File: config.mk
export PLATFORM = sky130hd
export DESIGN_NAME = vid_src_switch
export DESIGN_NICKNAME = d
export VERILOG_FILES = /design/src/rtl/vss_pkg.sv /design/src/rtl/vss_cfg_regs.sv /design/src/rtl/vss_align_dly.sv /design/src/rtl/vss_src_pick.sv /design/src/rtl/vid_src_switch.sv
export SDC_FILE = /design/constraint.sdc
export NUM_CORES = 1
export LEC_CHECK = 0
export CORE_MARGIN = 10
export CORE_UTILIZATION = 58
export DETAILED_ROUTE_END_ITERATION = 16
export GPL_TIMING_DRIVEN = 0
export PLACE_DENSITY = 0.85
export SLEW_MARGIN = 30
export SYNTH_ARGS = -nofsm -noshare
export SYNTH_HDL_FRONTEND = slang
export SYNTH_SLANG_ARGS = --single-unit
File: constraint.sdc
create_clock -name clk -period 8.6 [get_ports clk]
set_clock_uncertainty 0.2 [all_clocks]
set_input_delay 1.72 -clock clk [delete_from_list [all_inputs] [get_ports clk]]
set_output_delay 1.72 -clock clk [all_outputs]
set_load 0.02 [all_outputs]
File: src/rtl/vss_pkg.sv
package vss_pkg;

  localparam logic [2:0] A_CTRL = 3'd0;
  localparam logic [2:0] A_WX0  = 3'd1;
  localparam logic [2:0] A_WX1  = 3'd2;
  localparam logic [2:0] A_WY0  = 3'd3;
  localparam logic [2:0] A_WY1  = 3'd4;
  localparam logic [2:0] A_KEY  = 3'd5;
  localparam logic [2:0] A_MASK = 3'd6;

  localparam int CTRL_W = 7;

  typedef struct packed {
    logic [1:0] ratio;
    logic       ckey_en;
    logic       win_en;
    logic       psel_en;
    logic       leg_en;
    logic       self_clk;
  } ctrl_t;

endpackage

File: src/rtl/vss_cfg_regs.sv
module vss_cfg_regs
  import vss_pkg::*;
#(
  parameter int PIX_W = 24,
  parameter int CRD_W = 11,
  parameter int CFG_W = 24
) (
  input  logic             clk,
  input  logic             rst,
  input  logic             we,
  input  logic [2:0]       addr,
  input  logic [CFG_W-1:0] wdata,
  output ctrl_t            ctrl,
  output logic [CRD_W-1:0] wx0,
  output logic [CRD_W-1:0] wx1,
  output logic [CRD_W-1:0] wy0,
  output logic [CRD_W-1:0] wy1,
  output logic [PIX_W-1:0] key,
  output logic [PIX_W-1:0] mask,
  output logic             mode_chg
);

  logic ctrl_hit;
  assign ctrl_hit = we && (addr == A_CTRL);

  always_ff @(posedge clk) begin
    if (rst) begin
      ctrl     <= '0;
      wx0      <= '0;
      wx1      <= '0;
      wy0      <= '0;
      wy1      <= '0;
      key      <= '0;
      mask     <= '0;
      mode_chg <= 1'b0;
    end else begin
      mode_chg <= ctrl_hit && (wdata[0] != ctrl.self_clk);
      if (we) begin
        case (addr)
          A_CTRL:  ctrl <= ctrl_t'(wdata[CTRL_W-1:0]);
          A_WX0:   wx0  <= wdata[CRD_W-1:0];
          A_WX1:   wx1  <= wdata[CRD_W-1:0];
          A_WY0:   wy0  <= wdata[CRD_W-1:0];
          A_WY1:   wy1  <= wdata[CRD_W-1:0];
          A_KEY:   key  <= wdata[PIX_W-1:0];
          A_MASK:  mask <= wdata[PIX_W-1:0];
          default: ;
        endcase
      end
    end
  end


  key_write_chk: assert property (@(posedge clk) disable iff (rst)
    $past(!rst && we && addr == A_KEY) |-> key == $past(wdata[PIX_W-1:0]));


  ctrl_write_chk: assert property (@(posedge clk) disable iff (rst)
    $past(!rst && ctrl_hit) |-> ctrl == ctrl_t'($past(wdata[CTRL_W-1:0])));

endmodule

File: src/rtl/vss_align_dly.sv
module vss_align_dly #(
  parameter int PIX_W  = 24,
  parameter int STAGES = 3
) (
  input  logic             clk,
  input  logic             rst,
  input  logic             self_clk,
  input  logic             mode_chg,
  input  logic [PIX_W-1:0] in_pix,
  input  logic             in_blank,
  output logic [PIX_W-1:0] al_pix,
  output logic             al_blank
);

  localparam int CNT_W = $clog2(STAGES + 1);
  localparam logic [CNT_W-1:0] HOLD = CNT_W'(STAGES - 1);
  localparam logic [CNT_W-1:0] FULL = CNT_W'(STAGES);

  logic [PIX_W-1:0] st_pix   [STAGES];
  logic             st_blank [STAGES];
  logic [CNT_W-1:0] flush_cnt;
  logic [CNT_W-1:0] warm;
  logic             flushing;

  for (genvar i = 0; i < STAGES; i++) begin : g_stage
    if (i == 0) begin : g_head
      always_ff @(posedge clk) begin
        if (rst) begin
          st_pix[i]   <= '0;
          st_blank[i] <= 1'b1;
        end else begin
          st_pix[i]   <= in_pix;
          st_blank[i] <= in_blank;
        end
      end
    end else begin : g_tail
      always_ff @(posedge clk) begin
        if (rst) begin
          st_pix[i]   <= '0;
          st_blank[i] <= 1'b1;
        end else begin
          st_pix[i]   <= st_pix[i-1];
          st_blank[i] <= st_blank[i-1];
        end
      end
    end
  end

  always_ff @(posedge clk) begin
    if (rst) begin
      flush_cnt <= '0;
      warm      <= '0;
    end else begin
      if (mode_chg)             flush_cnt <= HOLD;
      else if (flush_cnt != '0) flush_cnt <= flush_cnt - 1'b1;
      if (warm != FULL)         warm <= warm + 1'b1;
    end
  end

  assign flushing = mode_chg || (flush_cnt != '0);
  assign al_pix   = self_clk ? st_pix[STAGES-1] : in_pix;
  assign al_blank = flushing || (self_clk ? st_blank[STAGES-1] : in_blank);

  if (STAGES == 3) begin : g_chk3

    self_delay_chk: assert property (@(posedge clk) disable iff (rst)
      (self_clk && !flushing && warm == FULL) |->
        (al_blank == $past(in_blank, 3) && al_pix == $past(in_pix, 3)));
  end


  flush_blank_chk: assert property (@(posedge clk) disable iff (rst)
    (flush_cnt != '0) |-> al_blank);

endmodule

File: src/rtl/vss_src_pick.sv
module vss_src_pick
  import vss_pkg::*;
#(
  parameter int PIX_W = 24,
  parameter int CRD_W = 11
) (
  input  ctrl_t            ctrl,
  input  logic [CRD_W-1:0] wx0,
  input  logic [CRD_W-1:0] wx1,
  input  logic [CRD_W-1:0] wy0,
  input  logic [CRD_W-1:0] wy1,
  input  logic [PIX_W-1:0] key,
  input  logic [PIX_W-1:0] mask,
  input  logic [CRD_W-1:0] pix_x,
  input  logic [CRD_W-1:0] pix_y,
  input  logic             pp_sel,
  input  logic [PIX_W-1:0] al_pix,
  output logic             use_leg
);

  logic in_win;
  logic key_hit;
  logic may_switch;

  assign in_win  = (pix_x >= wx0) && (pix_x <= wx1) &&
                   (pix_y >= wy0) && (pix_y <= wy1);
  assign key_hit = ((al_pix & mask) == key);
  assign may_switch = ctrl.leg_en && (ctrl.ratio == 2'd0);

  always_comb begin
    if (!may_switch)       use_leg = 1'b0;
    else if (ctrl.psel_en) use_leg = !pp_sel;
    else if (ctrl.win_en)  use_leg = !in_win;
    else if (ctrl.ckey_en) use_leg = !key_hit;
    else                   use_leg = 1'b1;
  end

  always_comb begin

    ratio_force_chk: assert (!(ctrl.leg_en && ctrl.ratio != 2'd0) || !use_leg);

    leg_off_pick_chk: assert (ctrl.leg_en || !use_leg);
  end

endmodule

File: src/rtl/vid_src_switch.sv
module vid_src_switch
  import vss_pkg::*;
#(
  parameter int PIX_W       = 24,
  parameter int CRD_W       = 11,
  parameter int SELF_STAGES = 3,
  parameter int CFG_W       = (PIX_W > CRD_W) ?
                              ((PIX_W > CTRL_W) ? PIX_W : CTRL_W) :
                              ((CRD_W > CTRL_W) ? CRD_W : CTRL_W)
) (
  input  logic             clk,
  input  logic             rst,
  input  logic             cfg_we,
  input  logic [2:0]       cfg_addr,
  input  logic [CFG_W-1:0] cfg_wdata,
  input  logic [PIX_W-1:0] leg_pix,
  input  logic             leg_blank,
  input  logic [PIX_W-1:0] pp_pix,
  input  logic             pp_blank,
  input  logic             pp_sel,
  input  logic [CRD_W-1:0] pix_x,
  input  logic [CRD_W-1:0] pix_y,
  output logic [PIX_W-1:0] out_pix,
  output logic             out_blank,
  output logic             out_leg
);

  ctrl_t            ctrl;
  logic [CRD_W-1:0] wx0, wx1, wy0, wy1;
  logic [PIX_W-1:0] key, mask;
  logic             mode_chg;
  logic [PIX_W-1:0] al_pix;
  logic             al_blank;
  logic             use_leg;
  logic             blank_sel;

  vss_cfg_regs #(.PIX_W(PIX_W), .CRD_W(CRD_W), .CFG_W(CFG_W)) u_cfg (
    .clk(clk), .rst(rst), .we(cfg_we), .addr(cfg_addr), .wdata(cfg_wdata),
    .ctrl(ctrl), .wx0(wx0), .wx1(wx1), .wy0(wy0), .wy1(wy1),
    .key(key), .mask(mask), .mode_chg(mode_chg)
  );

  vss_align_dly #(.PIX_W(PIX_W), .STAGES(SELF_STAGES)) u_dly (
    .clk(clk), .rst(rst), .self_clk(ctrl.self_clk), .mode_chg(mode_chg),
    .in_pix(leg_pix), .in_blank(leg_blank),
    .al_pix(al_pix), .al_blank(al_blank)
  );

  vss_src_pick #(.PIX_W(PIX_W), .CRD_W(CRD_W)) u_pick (
    .ctrl(ctrl), .wx0(wx0), .wx1(wx1), .wy0(wy0), .wy1(wy1),
    .key(key), .mask(mask), .pix_x(pix_x), .pix_y(pix_y),
    .pp_sel(pp_sel), .al_pix(al_pix), .use_leg(use_leg)
  );

  assign blank_sel = ctrl.leg_en ? al_blank : pp_blank;

  always_ff @(posedge clk) begin
    if (rst) begin
      out_pix   <= '0;
      out_blank <= 1'b1;
      out_leg   <= 1'b0;
    end else begin
      out_blank <= blank_sel;
      out_leg   <= use_leg;
      out_pix   <= blank_sel ? '0 : (use_leg ? al_pix : pp_pix);
    end
  end


  blank_zero_chk: assert property (@(posedge clk) disable iff (rst)
    out_blank |-> (out_pix == '0));


  leg_off_chk: assert property (@(posedge clk) disable iff (rst)
    $past(!rst && !ctrl.leg_en) |-> (out_blank == $past(pp_blank) && !out_leg));


  flush_out_chk: assert property (@(posedge clk) disable iff (rst)
    $past(!rst && mode_chg && ctrl.leg_en) |-> out_blank);

endmodule

==> metrics.yaml, run 1 <==
run_status:
  status: "complete, no violations"
critical_path:
  rr_worst_depth: 12
  slowest_delay_ns: 0.45
  crit_path_end_kind: "flip-flop"
  cp_common_cell: "buf_6"
  r2r_end: "out_pix[5]"
  crit_start: "pix_x[8]"
  critical_path_class: "input pin to flip-flop"
  critical_path_required_ns: 8.82
  endpoint: "out_pix[5]"
  cp-start-kind: "input pin"
  critical_path.max_fanout: 10
  cp.arrival_ns: 4.81
  r2r_start: "u_cfg.ctrl[0]"
  cpMaxStageDelayCell: "clkdlybuf4s50_1"
  crit_chain: "clkdlybuf4s50_1 > ha_1 > a21oi_1 > o21ai_0 > nor4_1 > o32ai_1 > a211oi_1 > o31ai_4 > and2_1 > buf_6 > buf_6 > a211oi_2"
  r2r_setup_slack_ns: 5.11
timing:
  finalCritPeriodShare: 0.534
  finalSetupTns_ns: 0
  slew_viol_final: 0
  hold_violations: 0
  tightest_slew_ns: 0.816
  fmax_ghz: 0.218
  period_minus_slack_ns: 4.59
  slew_headroom: 0.452
  setup_viol: 0
  rsz0062_at_grt: "false"
synth:
  synth_top_area_frac: 0.483
  synthCells: 975
  synth_top_cell_by_area: "dfxtp_1"
  ys_warn_count: 0
  ys_ff_latch: 203
  synth_edf_count: 0
  yosysUniqueCellTypes: 42
  synth-main-ff-cell: "dfxtp_1"
  syn_nets: 1122
  synth_area_mm2: 0.00841
  syn_avg_cell_area_um2: 8.63
  synth_area_leaders: "dfxtp_1 48%, nand2_1 9.5%, a21oi_1 8.3%"
  yosysSeqAreaShare: 0.483
  async_flop_share: 0
grt:
  grt_pass1_vias: 7330
  gr-total-overflow: 0
  grt.total_usage: 0.234
  grt_pass1_wl_mm: 37.9
  antenna_found_initial: 0
  grt_max_degree: 16
cts:
  cts_tree: "done"
  ctsHoldBuffers: 0
  cts_buffers: 21
  post_cts_resized: 0
  htreeDepth: 1
  cts.clk_slew.worst_paths_ns: 0.06
  clockBufferDepth: 3
  cts_setup_buffers: 0
  cts-root-buf: "clkbuf_16"
  insertion_delay_ns: 0.50
  clock-sinks: 203
min_path:
  hp-class: "flip-flop to flip-flop"
route:
  routedLengthMet1_mm: 9.90
  drt_wl_total_mm: 24.2
  met2_length_mm: 11.9
  detail-route-antenna-nets: 0
  drc: 0
  vias: 7293
  post_drt_wl_per_cell_um: 18.4
  dr_wl_met3_mm: 1.56
  highest_layer: "met4"
  via_per_inst: 5.53
  dr.pass1.iters: 5
  drt-initial-drc-count: 640
die:
  fp.coreArea_mm2: 0.0140
  fp.dieArea_mm2: 0.0197
  row_count: 43
  die_height_um: 140
  io_pins: 129
  initial_core_util: 0.599
  die_width_um: 140
power:
  p_per_area_mw_per_mm2: 203
  ir_worst_vdd_uv: 168
  leakage_nw: 3.76
place:
  dp_hpwl_mm: 17.5
  placed_cells: 1281
  gp_congestion: 0.923
  place.port_buffers: 126
final_layout:
  final_common_cell: "nand2_1"
  final_nets: 1271
  layout-drive-gt1-share: 0.0589
  diodes: 0
  layout_common_cells: "214 x nand2_1, 203 x dfxtp_1, 140 x a21oi_1, 126 x clkdlybuf4s50_1, 79 x nor2b_1"
  syn_to_final_growth_pct: 26.4
  fin_cells: 1318
flow_run:
  maxCapViolations: 0
[Yosys cell counts (2+ instances only)]
library cell	n
mux2_4	2
nor2_1	15
dfxtp_1	203
nand4_1	11
mux2i_1	18
nor4_1	4
xnor2_1	6
mux2i_2	2
ha_1	44
mux2_2	3
buf_6	5
inv_1	63
a211oi_1	10
nand2_1	214
nand3_1	9
nor3_1	13
a211oi_2	14
or2_2	3
nand2b_1	5
a21o_1	2
o21a_1	6
a21oi_1	140
clkbuf_1	43
o21ai_0	25
or3_1	13
o21ai_1	2
nand3b_1	2
nor2b_1	79
nand4b_1	5
and4_1	2
[flip-flops by register name, indices dropped and copies added (netlist names)]
signal,cells
out_blank,1
out_pix,24
u_dly.st_pix,72
out_leg,1
u_cfg.key,24
u_cfg.wy0,11
u_cfg.ctrl,7
u_cfg.mode_chg,1
u_cfg.wx0,11
u_cfg.wy1,11
u_cfg.wx1,11
u_dly.flush_cnt,2
u_dly.st_blank,3
u_cfg.mask,24
[worst max-delay path, delay by kind of cell]
kind                     cells  cell delay [ns]
AO/OA/AOI/OAI                6             1.36
adder cells (fa/ha/maj)      1             0.33
buffers and inverters        3             0.75
AND/OR/NAND/NOR              2             0.64
[cells by family (layout without fill, tap and decap cells)]
kind of cell    Yosys count  in the layout  synth area share
flops                   203            203             0.483
buf+inv                 114            277            0.0568
simple gates            380            380             0.215
xor+xnor                  6              6           0.00625
compound gates          203            203             0.142
fa+ha+maj                44             44            0.0654
mux                      25             25            0.0323
[routing by layer]
layer / vias up / track usage
li1: 3547 / -
met1: 3413 / 0.281
met2: 267 / 0.403
met3: 66 / 0.0436
met4: 0 / 0.0908
met5: - / 0
[report_power, final]
part           internal, mW  total (mW)  switching (mW)
Clock                 0.596       0.968           0.373
Combinational        0.0972       0.209           0.112
Sequential            0.970       0.980          0.0108
[layout make-up]
type | instances | area [um^2]
buffer | 50 | 238
inverter | 64 | 240
timing repair buffer | 126 | 1260
fill | 972 | 3410
tap | 180 | 225
clock inverter | 10 | 158
sequential | 203 | 4060
clock buffer | 27 | 578
multi-input combinational | 658 | 3870
[stage by stage]
| stage | power, mW | worst slack (ns) | util | hold WS (ns) | area (um^2) |
|---|---|---|---|---|---|
| 2_1_floorplan | 1.10 | 4.63 | - | 0.189 | 8410 |
| 3_3_place_gp | 1.20 | 3.70 | 0.705 | 0.193 | 9900 |
| 3_5_place_dp | 1.20 | 3.65 | 0.705 | 0.193 | 9900 |
| 4_1_cts | 2.16 | 4.13 | 0.757 | 0.206 | 10600 |
| 5_1_grt | 2.22 | 3.91 | 0.757 | 0.228 | 10600 |
| 6_report | 2.16 | 4.01 | 0.757 | 0.206 | 10600 |
[worst min-delay path by stage]
stage | startpoint | to | cells after the start
floorplan | u_dly.st_blank[0] | u_dly.st_blank[1] | 1
global placement | u_dly.st_blank[0] | u_dly.st_blank[1] | 1
finish | u_dly.st_blank[0] | u_dly.st_blank[1] | 1
CTS | u_dly.st_blank[0] | u_dly.st_blank[1] | 1
detailed placement | u_dly.st_blank[0] | u_dly.st_blank[1] | 1
global route | u_dly.st_blank[0] | u_dly.st_blank[1] | 1
Note: power is estimated with default switching activity, not from simulation.
==> run 2, diff against run 1 <==
Settings changed: CORE_UTILIZATION 58 to 54, PLACE_DENSITY 0.85 to 0.8.
Clock period 8.6 ns to 4.45 ns, I/O delays scaled along.
==> run 2 against run 1 <==
Via count decreased by 3.3%. Register-to-register slack got worse by 3.9 ns. Largest cell class unchanged. Total power increased by 82%.
==> metrics.yaml, run 2 (synthesis gave the netlist of run 1 again) <==
route:
  detail-route-antenna-nets: 0  # unchanged
  post_drt_wl_per_cell_um: 16.9  # -7.8%
  vias: 7053  # -3.3%
  via_per_inst: 5.22  # -5.6%
  dr.pass1.iters: 5  # unchanged
  drc: 0  # unchanged
  drt-initial-drc-count: 522  # -18%
  drt_wl_total_mm: 22.9  # -5.5%
timing:
  finalCritPeriodShare: 0.814
  hold_violations: 0  # unchanged
  period_minus_slack_ns: 3.62
  slew_headroom: 0.418  # -0.0341
  finalSetupTns_ns: 0  # unchanged
  holdWs_ns: 0.214  # +0.00736 ns
  setup_slack_ns: 0.828  # -3.18 ns
  tightest_slew_ns: 0.867  # +0.0508 ns
  rsz0062_at_grt: "false"
  slew_viol_final: 0  # unchanged
  setup_viol: 0  # unchanged
  fmax_ghz: 0.276
critical_path:
  crit_path_end_kind: "flip-flop"
  cp_common_cell: "a211oi_1"
  cp-start-kind: "input pin"
  timing.critical_path.buf_inv: 3  # unchanged
  crit_family: "compound AO/OA/AOI/OAI gates"
  critical_path.max_fanout: 10  # unchanged
  cp.arrival_ns: 3.82  # -0.99 ns
  slowest_delay_ns: 0.44  # about the same
  crit_start: "pix_y[8]"
  r2r_start: "u_cfg.ctrl[0]"
  critical_path_class: "input pin to flip-flop"
  critical_path_required_ns: 4.65  # -4.17 ns
  cpMaxStageDelayCell: "clkdlybuf4s50_1"
  crit_chain: "clkdlybuf4s50_1 > ha_1 > a211oi_1 > o21ai_0 > a211oi_1 > o32ai_1 > a211oi_1 > o31ai_4 > and2_1 > buf_6 > buf_6 > a211oi_2"
min_path:
  hold_path.startpoint: "u_dly.st_blank[0]"
  hp-class: "flip-flop to flip-flop"
die:
  initial_core_util: 0.551  # -0.0478
  die_height_um: 145  # +3.1%
  die_width_um: 145  # +3.1%
  fp.dieArea_mm2: 0.0210  # +6.3%
  io_pins: 129  # unchanged
  row_count: 45  # +4.7%
  fp.coreArea_mm2: 0.0153  # +8.7%
final_layout:
  syn_to_final_growth_pct: 25.8
  largest_register_ffs: 72  # unchanged
  final_common_cell: "nand2_1"
  layout_common_cells: "214 x nand2_1, 203 x dfxtp_1, 140 x a21oi_1, 126 x clkdlybuf4s50_1, 79 x nor2b_1"
  diodes: 0  # unchanged
  final_nets: 1271  # unchanged
  regMostFlops: "u_dly.st_pix"
  layout-drive-gt1-share: 0.0579  # -0.000930
cts:
  cts_tree: "done"
  insertion_delay_ns: 0.50  # about the same
  clock-sinks: 203  # unchanged
  htreeDepth: 1  # unchanged
  post_cts_resized: 0  # unchanged
  clockBufferDepth: 3  # unchanged
  cts_buffers: 21  # unchanged
  cts-root-buf: "clkbuf_16"
  cts.clk_slew.worst_paths_ns: 0.06  # about the same
  ctsHoldBuffers: 0  # unchanged
  cts_setup_buffers: 0  # unchanged
power:
  seq_power_share: 0.482  # +0.028
  ir_worst_vdd_uv: 419  # +150%
  p_per_area_mw_per_mm2: 371  # +83%
  total_power_mw: 3.93  # +82%
  swShare: 0.236  # +0.00642
  p_switching_uw: 928  # +87%
  p_comb_frac: 0.101  # +0.004
  internal_power_mw: 3.00  # +81%
  leakage_nw: 3.72  # -1.0%
  p_clk_frac: 0.417  # -0.032
grt:
  gr-total-overflow: 0  # unchanged
  antenna_found_initial: 0  # unchanged
  grt_pass1_vias: 7021  # -4.2%
  grt_max_degree: 15  # -1
  grt_pass1_wl_mm: 35.5  # -6.3%
  grt.total_usage: 0.213  # -0.0211
flow_run:
  maxCapViolations: 0  # unchanged
place:
  preCtsSetupSlack_ns: 0.315  # -3.34 ns
  gp_congestion: 0.875  # -5.2%
  dp_hpwl_mm: 17.4  # -0.58%
  place.port_buffers: 126  # unchanged
run_status:
  status: "complete, no violations"
==> run 2: final timing paths <==
| path | end | slack [ns] | cells past startpoint |
|---|---|---|---|
| setup / recovery | out_pix[6] | 0.83 | 12 |
| hold / removal | u_dly.st_blank[1] | 0.21 | 1 |
| setup reg to reg | out_pix[6] | 1.19 | 12 |
| hold reg to reg | u_dly.st_blank[1] | 0.21 | 1 |
==> run 2: final cells by class <==
class,instances,area (um^2)
Fill cell,1202,4670
Sequential cell,203,4060
Multi-Input combinational cell,658,3870
Timing Repair Buffer,126,1260
Clock buffer,30,599
Tap cell,211,264
Inverter,64,240
Buffer,50,238
Clock inverter,8,47.5
==> run 2: layer usage <==
metal / global-route usage / part of all wire / wire length [um]
met3: 0.0306 / 0.062 / 1410
met5: 0 / 0 / 0
met4: 0.0596 / 0.022 / 505
met1: 0.273 / 0.43 / 9850
met2: 0.364 / 0.49 / 11100
==> run 2: metrics by stage <==
| stage | std cells | area, um^2 | util |
|---|---|---|---|
| floorplan | 975 | 8410 | - |
| global placement | 1312 | 9940 | 0.651 |
| detailed placement | 1312 | 9940 | 0.651 |
| CTS | 1350 | 10600 | 0.694 |
| global route | 1350 | 10600 | 0.694 |
| finish | 1350 | 10600 | 0.694 |
==> run 2: power by group through the flow <==
stage	clock network [mW]	logic, mW	registers (mW)
2_1_floorplan	0	0.182	1.94
3_3_place_gp	0	0.384	1.93
3_5_place_dp	0	0.393	1.93
4_1_cts	1.66	0.396	1.89
5_1_grt	1.72	0.433	1.90
6_report	1.64	0.397	1.89
